<file path="config.mk">
export PLATFORM = sky130hd
export DESIGN_NAME = mode_regbank
export DESIGN_NICKNAME = d
export VERILOG_FILES = /design/src/rtl/mode_regbank_pkg.sv /design/src/rtl/mode_regbank_decode.sv /design/src/rtl/mode_regbank_cell.sv /design/src/rtl/mode_regbank_rdmux.sv /design/src/rtl/mode_regbank.sv
export SDC_FILE = /design/constraint.sdc
export NUM_CORES = 1
export LEC_CHECK = 0
export ABC_CLOCK_PERIOD_IN_PS = 4400
export BUFFER_PORTS_ARGS = -buffer_cell sky130_fd_sc_hd__buf_2
export CAP_MARGIN = 30
export CORE_AREA = 2 2 156 158
export CTS_CLUSTER_SIZE = 40
export DETAILED_ROUTE_END_ITERATION = 8
export DIE_AREA = 0 0 158 160
export PLACE_DENSITY_LB_ADDON = 0.08
export SKIP_LAST_GASP = 1
export SYNTH_ARGS = -nofsm -noshare
export SYNTH_HDL_FRONTEND = slang
export SYNTH_SLANG_ARGS = --single-unit
</file>
<file path="constraint.sdc">
create_clock -name clk -period 4.4 [get_ports clk]
set_clock_uncertainty 0.2 [all_clocks]
set_input_delay 0.88 -clock clk [delete_from_list [all_inputs] [get_ports clk]]
set_output_delay 0.88 -clock clk [all_outputs]
set_load 0.05 [all_outputs]
</file>
<file path="src/rtl/mode_regbank_pkg.sv">
// Package: shared mode codes and word width for the register bank.
package mode_regbank_pkg;
    localparam int WORD_W = 32;

    // Access mode of one word; the encoding is part of the MODES parameter layout.
    typedef enum logic [2:0] {
        MODE_RO      = 3'd0,
        MODE_WO      = 3'd1,
        MODE_RW      = 3'd2,
        MODE_WPULSE  = 3'd3,
        MODE_RWPULSE = 3'd4
    } acc_mode_e;
endpackage

</file>
<file path="src/rtl/mode_regbank_decode.sv">
// Module: address decoder.
// Turns a byte address into a one-hot word select plus a hit flag.
// Assumes words are 4 bytes wide and word n sits at byte address 4*n.
// A misaligned address, or one past the last word, gives hit = 0 and no select.
module mode_regbank_decode #(
    parameter int NUM_REGS = 5,
    parameter int ADDR_W   = 8
) (
    input  logic [ADDR_W-1:0]   addr,
    output logic                hit,
    output logic [NUM_REGS-1:0] sel
);
    localparam int IDX_W = ADDR_W - 2;

    logic [IDX_W-1:0] idx;
    assign idx = addr[ADDR_W-1:2];

    // Hit when the address is word-aligned and inside the bank.
    assign hit = (addr[1:0] == 2'b00) && (idx < IDX_W'(NUM_REGS));

    // One select line per word, qualified by the hit flag.
    for (genvar i = 0; i < NUM_REGS; i++) begin : g_sel
        assign sel[i] = hit && (idx == IDX_W'(i));
    end
endmodule

</file>
<file path="src/rtl/mode_regbank_cell.sv">
// Module: one register word.
// The MODE parameter picks the storage variant:
//   - held word (write-only, read-write) or pulse word (write-pulse, read plus write-pulse), or
//   - no storage at all (read-only).
// rd_val is what a bus read of this word returns.
// Assumes wr_en is already qualified by the address decode and the handshake.
module mode_regbank_cell
    import mode_regbank_pkg::*;
#(
    parameter acc_mode_e         MODE      = MODE_RW,
    parameter logic [WORD_W-1:0] RESET_VAL = '0
) (
    input  logic              clk,
    input  logic              rst_n,
    input  logic              wr_en,
    input  logic [WORD_W-1:0] wr_data,
    input  logic [WORD_W-1:0] fab_in,
    output logic [WORD_W-1:0] fab_out,
    output logic [WORD_W-1:0] rd_val
);
    if (MODE == MODE_WO || MODE == MODE_RW) begin : g_held
        logic [WORD_W-1:0] held_q;

        // Keep the last written word; reload the default on reset.
        always_ff @(posedge clk) begin
            if (!rst_n)     held_q <= RESET_VAL;
            else if (wr_en) held_q <= wr_data;
        end

        assign fab_out = held_q;
        assign rd_val  = (MODE == MODE_RW) ? held_q : '0;

        logic unused_fab;
        assign unused_fab = ^fab_in;

        // A write shows up on the fabric output in the next cycle.
        assert_held_write_R4: assert property (@(posedge clk) disable iff (!rst_n)
            wr_en |=> fab_out == $past(wr_data));
        // Without a write, the held word does not move.
        assert_held_stable_R3: assert property (@(posedge clk) disable iff (!rst_n)
            !wr_en |=> $stable(fab_out));
    end else if (MODE == MODE_WPULSE || MODE == MODE_RWPULSE) begin : g_pulse
        logic [WORD_W-1:0] pulse_q;

        // Capture the written word for one cycle, zero otherwise.
        always_ff @(posedge clk) begin
            if (!rst_n)     pulse_q <= '0;
            else if (wr_en) pulse_q <= wr_data;
            else            pulse_q <= '0;
        end

        assign fab_out = pulse_q;
        assign rd_val  = (MODE == MODE_RWPULSE) ? fab_in : '0;

        logic unused_rst;
        assign unused_rst = 1'b0;

        // A pulse carries the written word in the cycle after the write.
        assert_pulse_value_R5: assert property (@(posedge clk) disable iff (!rst_n)
            wr_en |=> fab_out == $past(wr_data));
        // Without a write, the pulse output is zero in the next cycle.
        assert_pulse_clears_R6: assert property (@(posedge clk) disable iff (!rst_n)
            !wr_en |=> fab_out == '0);
    end else begin : g_ro
        // Read-only: bus writes have no target, so the output stays zero.
        assign fab_out = '0;
        assign rd_val  = fab_in;

        logic unused_ro;
        assign unused_ro = ^{clk, rst_n, wr_en, wr_data};
    end
endmodule

</file>
<file path="src/rtl/mode_regbank_rdmux.sv">
// Module: read multiplexer.
// Selects one word's read value with a one-hot select.
// The output is zero when no word is selected, which covers misses.
module mode_regbank_rdmux #(
    parameter int NUM_REGS = 5,
    parameter int WORD_W   = 32
) (
    input  logic [NUM_REGS*WORD_W-1:0] rd_vals,
    input  logic [NUM_REGS-1:0]        sel,
    output logic [WORD_W-1:0]          rd_word
);
    // AND-OR mux over all words.
    always_comb begin
        rd_word = '0;
        for (int i = 0; i < NUM_REGS; i++) begin
            rd_word |= rd_vals[i*WORD_W +: WORD_W] & {WORD_W{sel[i]}};
        end
    end
endmodule

</file>
<file path="src/rtl/mode_regbank.sv">
// Module: mode-configurable register bank (top).
// Each word has an access mode taken from the MODES parameter (3 bits per word).
// Held words start from RESET_VALS, given as whole words with every field
// default already in place. Both bus channels are always ready. Read data is
// registered and returned with rd_dvalid one cycle after acceptance.
// Reset is synchronous and active low.
module mode_regbank
    import mode_regbank_pkg::*;
#(
    parameter int                        NUM_REGS   = 5,
    parameter int                        ADDR_W     = 8,
    parameter logic [NUM_REGS*3-1:0]     MODES      = {3'd4, 3'd3, 3'd2, 3'd1, 3'd0},
    parameter logic [NUM_REGS*32-1:0]    RESET_VALS = {32'h0, 32'h0, 32'h1234_0001,
                                                       32'h0000_00A5, 32'h0}
) (
    input  logic                       clk,
    input  logic                       rst_n,
    input  logic                       wr_valid,
    output logic                       wr_ready,
    input  logic [ADDR_W-1:0]          wr_addr,
    input  logic [31:0]                wr_data,
    input  logic                       rd_valid,
    output logic                       rd_ready,
    input  logic [ADDR_W-1:0]          rd_addr,
    output logic                       rd_dvalid,
    output logic [31:0]                rd_data,
    input  logic [NUM_REGS*32-1:0]     fab_in,
    output logic [NUM_REGS*32-1:0]     fab_out
);
    localparam int BUS_W = NUM_REGS * WORD_W;

    logic                wr_hit, rd_hit, wr_fire, rd_fire;
    logic [NUM_REGS-1:0] wr_sel, rd_sel;
    logic [BUS_W-1:0]    rd_vals;
    logic [WORD_W-1:0]   rd_word;

    assign wr_ready = 1'b1;
    assign rd_ready = 1'b1;
    assign wr_fire  = wr_valid && wr_ready;
    assign rd_fire  = rd_valid && rd_ready;

    mode_regbank_decode #(.NUM_REGS(NUM_REGS), .ADDR_W(ADDR_W)) u_wr_dec (
        .addr(wr_addr), .hit(wr_hit), .sel(wr_sel)
    );

    mode_regbank_decode #(.NUM_REGS(NUM_REGS), .ADDR_W(ADDR_W)) u_rd_dec (
        .addr(rd_addr), .hit(rd_hit), .sel(rd_sel)
    );

    // One cell per word; the mode and reset value come from the packed parameters.
    for (genvar i = 0; i < NUM_REGS; i++) begin : g_word
        mode_regbank_cell #(
            .MODE     (acc_mode_e'(MODES[i*3 +: 3])),
            .RESET_VAL(RESET_VALS[i*WORD_W +: WORD_W])
        ) u_cell (
            .clk    (clk),
            .rst_n  (rst_n),
            .wr_en  (wr_fire && wr_sel[i]),
            .wr_data(wr_data),
            .fab_in (fab_in[i*WORD_W +: WORD_W]),
            .fab_out(fab_out[i*WORD_W +: WORD_W]),
            .rd_val (rd_vals[i*WORD_W +: WORD_W])
        );
    end

    mode_regbank_rdmux #(.NUM_REGS(NUM_REGS), .WORD_W(WORD_W)) u_rdmux (
        .rd_vals(rd_vals), .sel(rd_sel), .rd_word(rd_word)
    );

    // Register the read answer and its valid strobe.
    always_ff @(posedge clk) begin
        if (!rst_n) begin
            rd_dvalid <= 1'b0;
            rd_data   <= '0;
        end else begin
            rd_dvalid <= rd_fire;
            if (rd_fire) rd_data <= rd_word;
        end
    end

    // An accepted read yields a data strobe in the next cycle.
    assert_rd_strobe_R9: assert property (@(posedge clk) disable iff (!rst_n)
        rd_fire |=> rd_dvalid);
    // No strobe appears without a read.
    assert_rd_no_spurious_R9: assert property (@(posedge clk) disable iff (!rst_n)
        !rd_fire |=> !rd_dvalid);
    // A read that misses the bank returns zero.
    assert_rd_miss_zero_R8: assert property (@(posedge clk) disable iff (!rst_n)
        (rd_fire && !rd_hit) |=> rd_data == '0);
    // At most one word is selected by either decoder.
    assert_sel_onehot_R1: assert property (@(posedge clk) disable iff (!rst_n)
        $onehot0(wr_sel) && $onehot0(rd_sel));
endmodule

</file>
; Word-level counts from Yosys, hierarchy flattened
; Index checks and enable logic that the tools add are counted.
[word_totals]
reg_bits = 161
elab_cells = 37
[op_classes]
bitwise_logic = 5
n_reduce_logical = 18
n_eq_ne = 6
order_cmp = 2
[ops]
columns = op, count
row1 = 32-bit bitwise AND, 3
row2 = 32-bit OR, 2
row3 = "6-bit by 2-bit equality test with 1-bit output, second input constant", 3
row4 = 1-bit logical AND, 13
row5 = "6-bit by 3-bit equality test with 1-bit output, second input constant", 2
row6 = "6-bit by 3-bit < comparator with 1-bit output, second input constant", 2
row7 = "6-bit by 1-bit equality test with 1-bit output, second input constant", 1
row8 = 6-bit logical NOT, 1
row9 = 2-bit logical NOT, 2
row10 = 2-bit AND reduction, 2

; Depth between registers and ports, before layout
; Gate-level depths: netlist of run 1.
[depth]
ltp_word = 6
ltp_mapped = 6
depth_no_buf = 3

; Modules after synthesis
; A second synthesis of run 1 with hierarchy kept.
[unflattened]
hier_cells = 787
hier_area_um2 = 8025.2
[by_module_without_submodules]
columns = module, cells_per_inst, seq_area_each_um2, area_per_inst_um2, n_inst
row1 = mode_regbank_cell at g_word[1].u_cell, 136, 640.6, 1477.7, 1
row2 = mode_regbank_cell at g_word[2].u_cell, 135, 640.6, 1468.9, 1
row3 = mode_regbank, 113, 660.6, 1320.0, 1
row4 = mode_regbank_cell at g_word[3].u_cell, 103, 640.6, 1154.9, 1
row5 = mode_regbank_cell at g_word[4].u_cell, 102, 640.6, 1151.1, 1
row6 = mode_regbank_rdmux, 111, 0.0, 793.3, 1
row7 = mode_regbank_cell at g_word[0].u_cell, 65, 0.0, 484.2, 1
row8 = mode_regbank_decode, 11, 0.0, 87.6, 2

; Least setup slack after synthesis of run 1
; Ideal clock, no wire load.
[synth_timing]
kind = in2reg
from = input port wr_addr[1]
to = register g_word[2].u_cell.g_held.held_q[10]
path_buffers = 3
cell_stages = 6
path_slack_ns = 1.670
t_arrival_ns = 2.411
cell_sequence = or4_1 -> buf_2 -> or4_4 -> buf_6 -> buf_6 -> mux2i_1
[synth_between]
elab_chain_cells = 4
[synth_rtl]
columns = item, line
row1 = start: declaration, mode_regbank.sv:20  ; input logic [ADDR_W-1:0] wr_addr,
row2 = 2-bit logical NOT, mode_regbank_decode.sv:19  ; assign hit = (addr[1:0] == 2'b00) && (idx < IDX_W'(NUM_REGS));
row3 = 1-bit logical AND, mode_regbank_decode.sv:19
row4 = 1-bit logical AND, mode_regbank_decode.sv:23  ; assign sel[i] = hit && (idx == IDX_W'(i));
row5 = 1-bit logical AND, mode_regbank.sv:58  ; .wr_en (wr_fire && wr_sel[i]),
row6 = end signal: assignment, mode_regbank_cell.sv:27  ; else if (wr_en) held_q <= wr_data;
row7 = end: declaration, mode_regbank_cell.sv:22  ; logic [WORD_W-1:0] held_q;
; No other way between the ends.
; A chain may end at the register's enable or synchronous reset.

; Worst setup path after layout of run 1
[layout_timing]
from = input port wr_addr[1]
to = register g_word[2].u_cell.g_held.held_q[8]
; The elaborated chain is that of the path after synthesis.

==> run metrics, run 1 <==
synth warn=0; Required @ worst endpoint=~4500 ps; clock buffer count from CTS=17; GRT Residual Overflow=0; Slew headroom=55.9%; worst slew pin tran=~660 ps; wirelength, routed=19,500 um; Mapped Area=between 0.006 and 0.007 sq mm; final std cells w/o fill=1,185; Worst Reg-to-Reg Cells=2; pwr/cell area=389 mW/mm^2; GR Util met3=3.26%; #FFs+latches synth=161; fraction of layout instances using a drive strength above 1=38.2%; critical path class=in2reg; Starting Density=25.9%; final worst-path setup slack=1780 ps; met2 track demand over resource=24.5%; Setup WS pre-CTS=1240 ps; placed wire-length estimate=14,400 um; Vias/cell=4.20; Antenna diodes=0; Core Area=0.0238 sq mm; drt initial violations=168; CP startpoint kind=input port; hold buffer count at cts=0; Pins Over Slew Limit=0; H-tree depth=4; clk buf depth=2; VDD IR max=209 uV; # DRC=0; dominant synthesized flop cell=dfxtp_1; Gate Count Post-Synth=just under 600; CTS tree=done; post_cts resized=0; DR vias=4,974; Period minus WS final=2620 ps; clock root buffer=clkbuf_16; final hold vios=0; Setup Total Neg Slack=0 ps; Hold WC Path Type=reg2reg; Pwr Total=3.25 mW; cell taking the most area after synthesis=dfxtp_1; Die ar.=0.0253 sq mm; # rows=57; EDFF count, synth=0; Placed Cells incl. Taps=1,152; register area share after synthesis=52.2%; count leader, synth=dfxtp_1; GRT Max-Usage Layer=met2; post-route cell area=0.00837 sq mm; Distinct cells, synth=25; Wirelength per Cell=16.4 um; Clock transition at path regs=70 ps; first-pass GRT wire length=28,700 um; post-synth top area share=52.2%; Final ANT Viol Nets=0; Post-synth top cells=dfxtp_1 (161), mux2i_1 (96), nand2_1 (86); postcts setup bufs=0; hold depth=2; Final Core Density=35.1%; Final setup viols=0; largest net degree at the start of global routing=46; Area contributors post-synth=dfxtp_1 (52%), mux2i_1 (16%), and2_1 (6.6%), nand2_1 (5.2%), a22o_1 (4.5%); ys async rst share=0%; die span in x=158 um; Period Utilization, post-route=59.5%; leakage power=4.12 nW; Crit. End Element=flip-flop; clk_lat worst skew=420 ps; DP Area=a little under 0.008 sq mm; Ports=407; CP Max Fanout=24; DIE HEIGHT=around 160 um; hold_ws=253 ps; clk sinks=roughly 160; unrepaired setup endpoints after global routing=false; TritonRoute pass-1 iters=4; Arr. time, crit path=2700 ps; met1 Usage GRT=19.6%; Fmax=0.382 GHz; Port Buffer Count=276; gpl congestion=0.738; Max-Cap Viols=0; Final nets=1,060; area added between synthesis and finish=35.5%; status=complete, no violations; vias in the first global route=4,897; Avg Cell Area, Syn=10.5 sq um; initial antenna violation count=0; gr usage total=~15%
## worst max-delay path: stages
cell and delay (ps):
buf_2 90, or4_1 700, or4_4 820, mux2i_1 200
## final timing paths
path	from	endpoint	slack, ps
worst max-delay path	wr_addr[1]	g_word[2].u_cell.fab_out[8]	1780
worst min-delay path	g_word[1].u_cell.fab_out[16]	g_word[1].u_cell.fab_out[16]	250
worst max register to register	g_word[2].u_cell.fab_out[30]	rd_data[30]	3370
worst min register to register	g_word[1].u_cell.fab_out[16]	g_word[1].u_cell.fab_out[16]	250
## area by class of cell
cell class                      count  area [sq um]
Clock buffer                       17           425
Clock inverter                     15           188
Fill cell                        2512         15500
Inverter                            1          3.75
Multi-Input combinational cell    378          2640
Sequential cell                   161          3220
Tap cell                          324           405
Timing Repair Buffer              289          1490
## routing by layer
layer | wire length (um) | part of all wire [%] | vias to the layer above
met5 | 0 | 0 | -
met4 | 296 | 1.5 | 0
met3 | 1060 | 5.5 | 17
met2 | 9070 | 47 | 172
met1 | 9040 | 46 | 2334
li1 | - | - | 2451
## cell usage in the layout, fill, tap and decap left out, drive strengths merged
cell type and n:
or3b 1, and3 1, and2 65, clkinv 3, conb 34, inv 11
or4 2, nor2 1, mux2i 96, nand3b 1, o2bb2ai 32, nor3 3
a22o 32, nand2 86, bufinv 2, clkbuf 17, nor4 2, dfxtp 161
buf 289, or4bb 1, nor2b 21
## registers in the layout, indices dropped and copies added, names as in the netlist
name,flops
rd_data,32
rd_dvalid,1
g_word.u_cell.fab_out,128
## cell families (layout without fill, tap and decap cells)
group	after synthesis	after routing	share of synthesized area (%)
mux	96	96	15.6
buf+inv	80	322	7.38
other cells	2	34	0.122
flops	161	161	52.2
simple gates	184	184	15.6
compound gates	64	64	9.08
## power breakdown
group	switching, mW	internal [mW]
Combinational	0.163	0.0740
Clock	0.689	0.868
Sequential	0.00103	1.46
Total	0.854	2.40
No activity file was read; power rests on OpenSTA's default activity.
==> run 2: changes to the inputs <==
--- a/config.mk
+++ b/config.mk
@@ -5,13 +5,13 @@
 export SDC_FILE = /design/constraint.sdc
 export NUM_CORES = 1
 export LEC_CHECK = 0
-export ABC_CLOCK_PERIOD_IN_PS = 4400
+export ABC_CLOCK_PERIOD_IN_PS = 2190
 export BUFFER_PORTS_ARGS = -buffer_cell sky130_fd_sc_hd__buf_2
 export CAP_MARGIN = 30
-export CORE_AREA = 2 2 156 158
+export CORE_AREA = 2 2 160 162
 export CTS_CLUSTER_SIZE = 40
 export DETAILED_ROUTE_END_ITERATION = 8
-export DIE_AREA = 0 0 158 160
+export DIE_AREA = 0 0 162 164
 export PLACE_DENSITY_LB_ADDON = 0.08
 export SKIP_LAST_GASP = 1
 export SYNTH_ARGS = -nofsm -noshare
==> constraint.sdc (replaced) <==
create_clock -name clk -period 2.19 [get_ports clk]
set_clock_uncertainty 0.2 [all_clocks]
set_input_delay 0.438 -clock clk [delete_from_list [all_inputs] [get_ports clk]]
set_output_delay 0.438 -clock clk [all_outputs]
set_load 0.05 [all_outputs]
==> run metrics, run 2 (same netlist as run 1, synthesis figures left out) <==
clk sinks=161; DIE HEIGHT=164 um; DR vias=4,980; Required @ worst endpoint=2330 ps; VDD IR max=about 360 uV; wirelength, routed=about 20,000 um; Pwr Total=6.48 mW; # rows=58; final hold vios=0; Layout fillers=2,572; Worst R2R Start=g_word[2].u_cell.fab_out[30]; unrepaired setup endpoints after global routing=false; TritonRoute pass-1 iters=6; CP Max Fanout=11; Fmax=0.542 GHz; leakage power=4.17 nW; Comb pwr share=7.6%; pwr/cell area=763 mW/mm^2; slowest CP cell=or4_4; post-route cell area=about 0.0085 sq mm; Max-Cap Viols=0; Clock transition at path regs=70 ps; post_cts resized=0; Pins Over Slew Limit=0; register share of total power=45.3%; Setup Total Neg Slack=0 ps; Hold WC Path Type=in2reg; drt initial violations=220; hold_ws=51.9 ps; largest net degree at the start of global routing=approximately 70; gr usage total=14.6%; commonest non-fill, non-tap cell in the layout=buf_2; clk buf depth=2; CTS tree=done; critical path class=in2reg; Vias/cell=4.15; Die ar.=0.0266 sq mm; Ports=407; DP Area=0.00789 sq mm; worst reg2reg setup slack=1170 ps; Port Buffer Count=276; Final setup viols=0; die span in x=162 um; Setup WS pre-CTS=-126 ps; Psw=1.66 mW; final worst-path setup slack=approximately 350 ps; area occupied by registers=0.00322 sq mm; clock buffer count from CTS=17; GRT Residual Overflow=0; Slowest Stage Delay on Critical Path=530 ps; H-tree depth=4; max reg flops=128; clock root buffer=clkbuf_16; Starting Density=24.9%; Multi-input gate area=0.00264 sq mm; Wirelength per Cell=16.4 um; Crit. End Element=flip-flop; Final nets=1,070; Worst Reg-to-Reg Cells=2; clk_lat worst skew=420 ps; CP startpoint kind=input port; Antenna diodes=0; placed wire-length estimate=15,200 um; Core Area=0.0248 sq mm; worst path cell trace=buf_2 -> or4_4 -> buf_4 -> nor3_4 -> buf_4 -> mux2i_1; area added between synthesis and finish=37.4%; Period minus WS final=1840 ps; Period Utilization, post-route=between 80% and 90%; first-pass GRT wire length=~29,000 um; most used cells in the layout excluding fill and tap cells=buf_2 (275), dfxtp_1 (161), mux2i_1 (96); Clock Power Share=a little under half; vias in the first global route=4,900; worst hold start=wr_data[24]; Arr. time, crit path=just under 2000 ps; Final ANT Viol Nets=0; Critical Path Source=wr_addr[1]; cell repeated most along the worst path=buf_4; postcts setup bufs=0; Net Sw Frac=25.6%; fraction of layout instances using a drive strength above 1=38.9%; hold buffer count at cts=0; initial antenna violation count=1; gpl congestion=0.738; status=complete, no violations; # DRC=0; hold depth=2; Pint=4.82 mW
-- run 2: cell types whose count changed in the layout (fill, tap and decap cells not counted) --
cell,before,now
buf_4,13,20
buf_12,0,4
clkinvlp_4,0,2
inv_6,6,4
buf_6,1,0
clkbuf_1,0,1
clkinv_8,1,0
or4_1,1,0
or4_4,1,2
-- run 2: worst max-delay path, delay by kind of cell --
family | cells | cell delay (ps)
mux | 1 | 220
buf+inv | 3 | 570
simple gates | 2 | 750
-- run 2: final timing paths --
path	endpoint
max	g_word[1].u_cell.fab_out[2]
min	g_word[4].u_cell.fab_out[24]
max reg2reg	rd_data[30]
min reg2reg	g_word[1].u_cell.fab_out[19]
-- run 2: layer usage --
metal | track usage, % | up-vias | wire, um
met4 | 3.58 | 2 | 162
met1 | 19.6 | 2318 | 9320
met5 | 0 | - | 13
met3 | 3.91 | 14 | 1180
li1 | - | 2471 | -
met2 | 23.3 | 175 | 9060
-- run 2: cell type report --
| type | count | area share (%) |
|---|---|---|
| inverter | 1 | 0.0442 |
| sequential | 161 | 38.0 |
| clock buffer | 18 | 5.06 |
| timing repair buffer | 299 | 18.9 |
| multi-input combinational | 378 | 31.1 |
| tap | 330 | 4.87 |
| clock inverter | 14 | 1.99 |
-- run 2: stage by stage --
stage               util (%)  std cells
floorplan                  -        619
global placement        31.8       1169
detailed placement      31.8       1169
CTS                     34.2       1201
global route            34.2       1201
finish                  34.2       1201
-- run 2: power groups by stage --
stage / combinational [mW] / sequential [mW] / clock, mW
floorplan: 0.337 / 3.01 / 0
global placement: 0.495 / 3.00 / 0
detailed placement: 0.501 / 3.00 / 0
CTS: 0.502 / 2.93 / 3.15
global route: 0.538 / 2.93 / 3.29
finish: 0.495 / 2.93 / 3.05
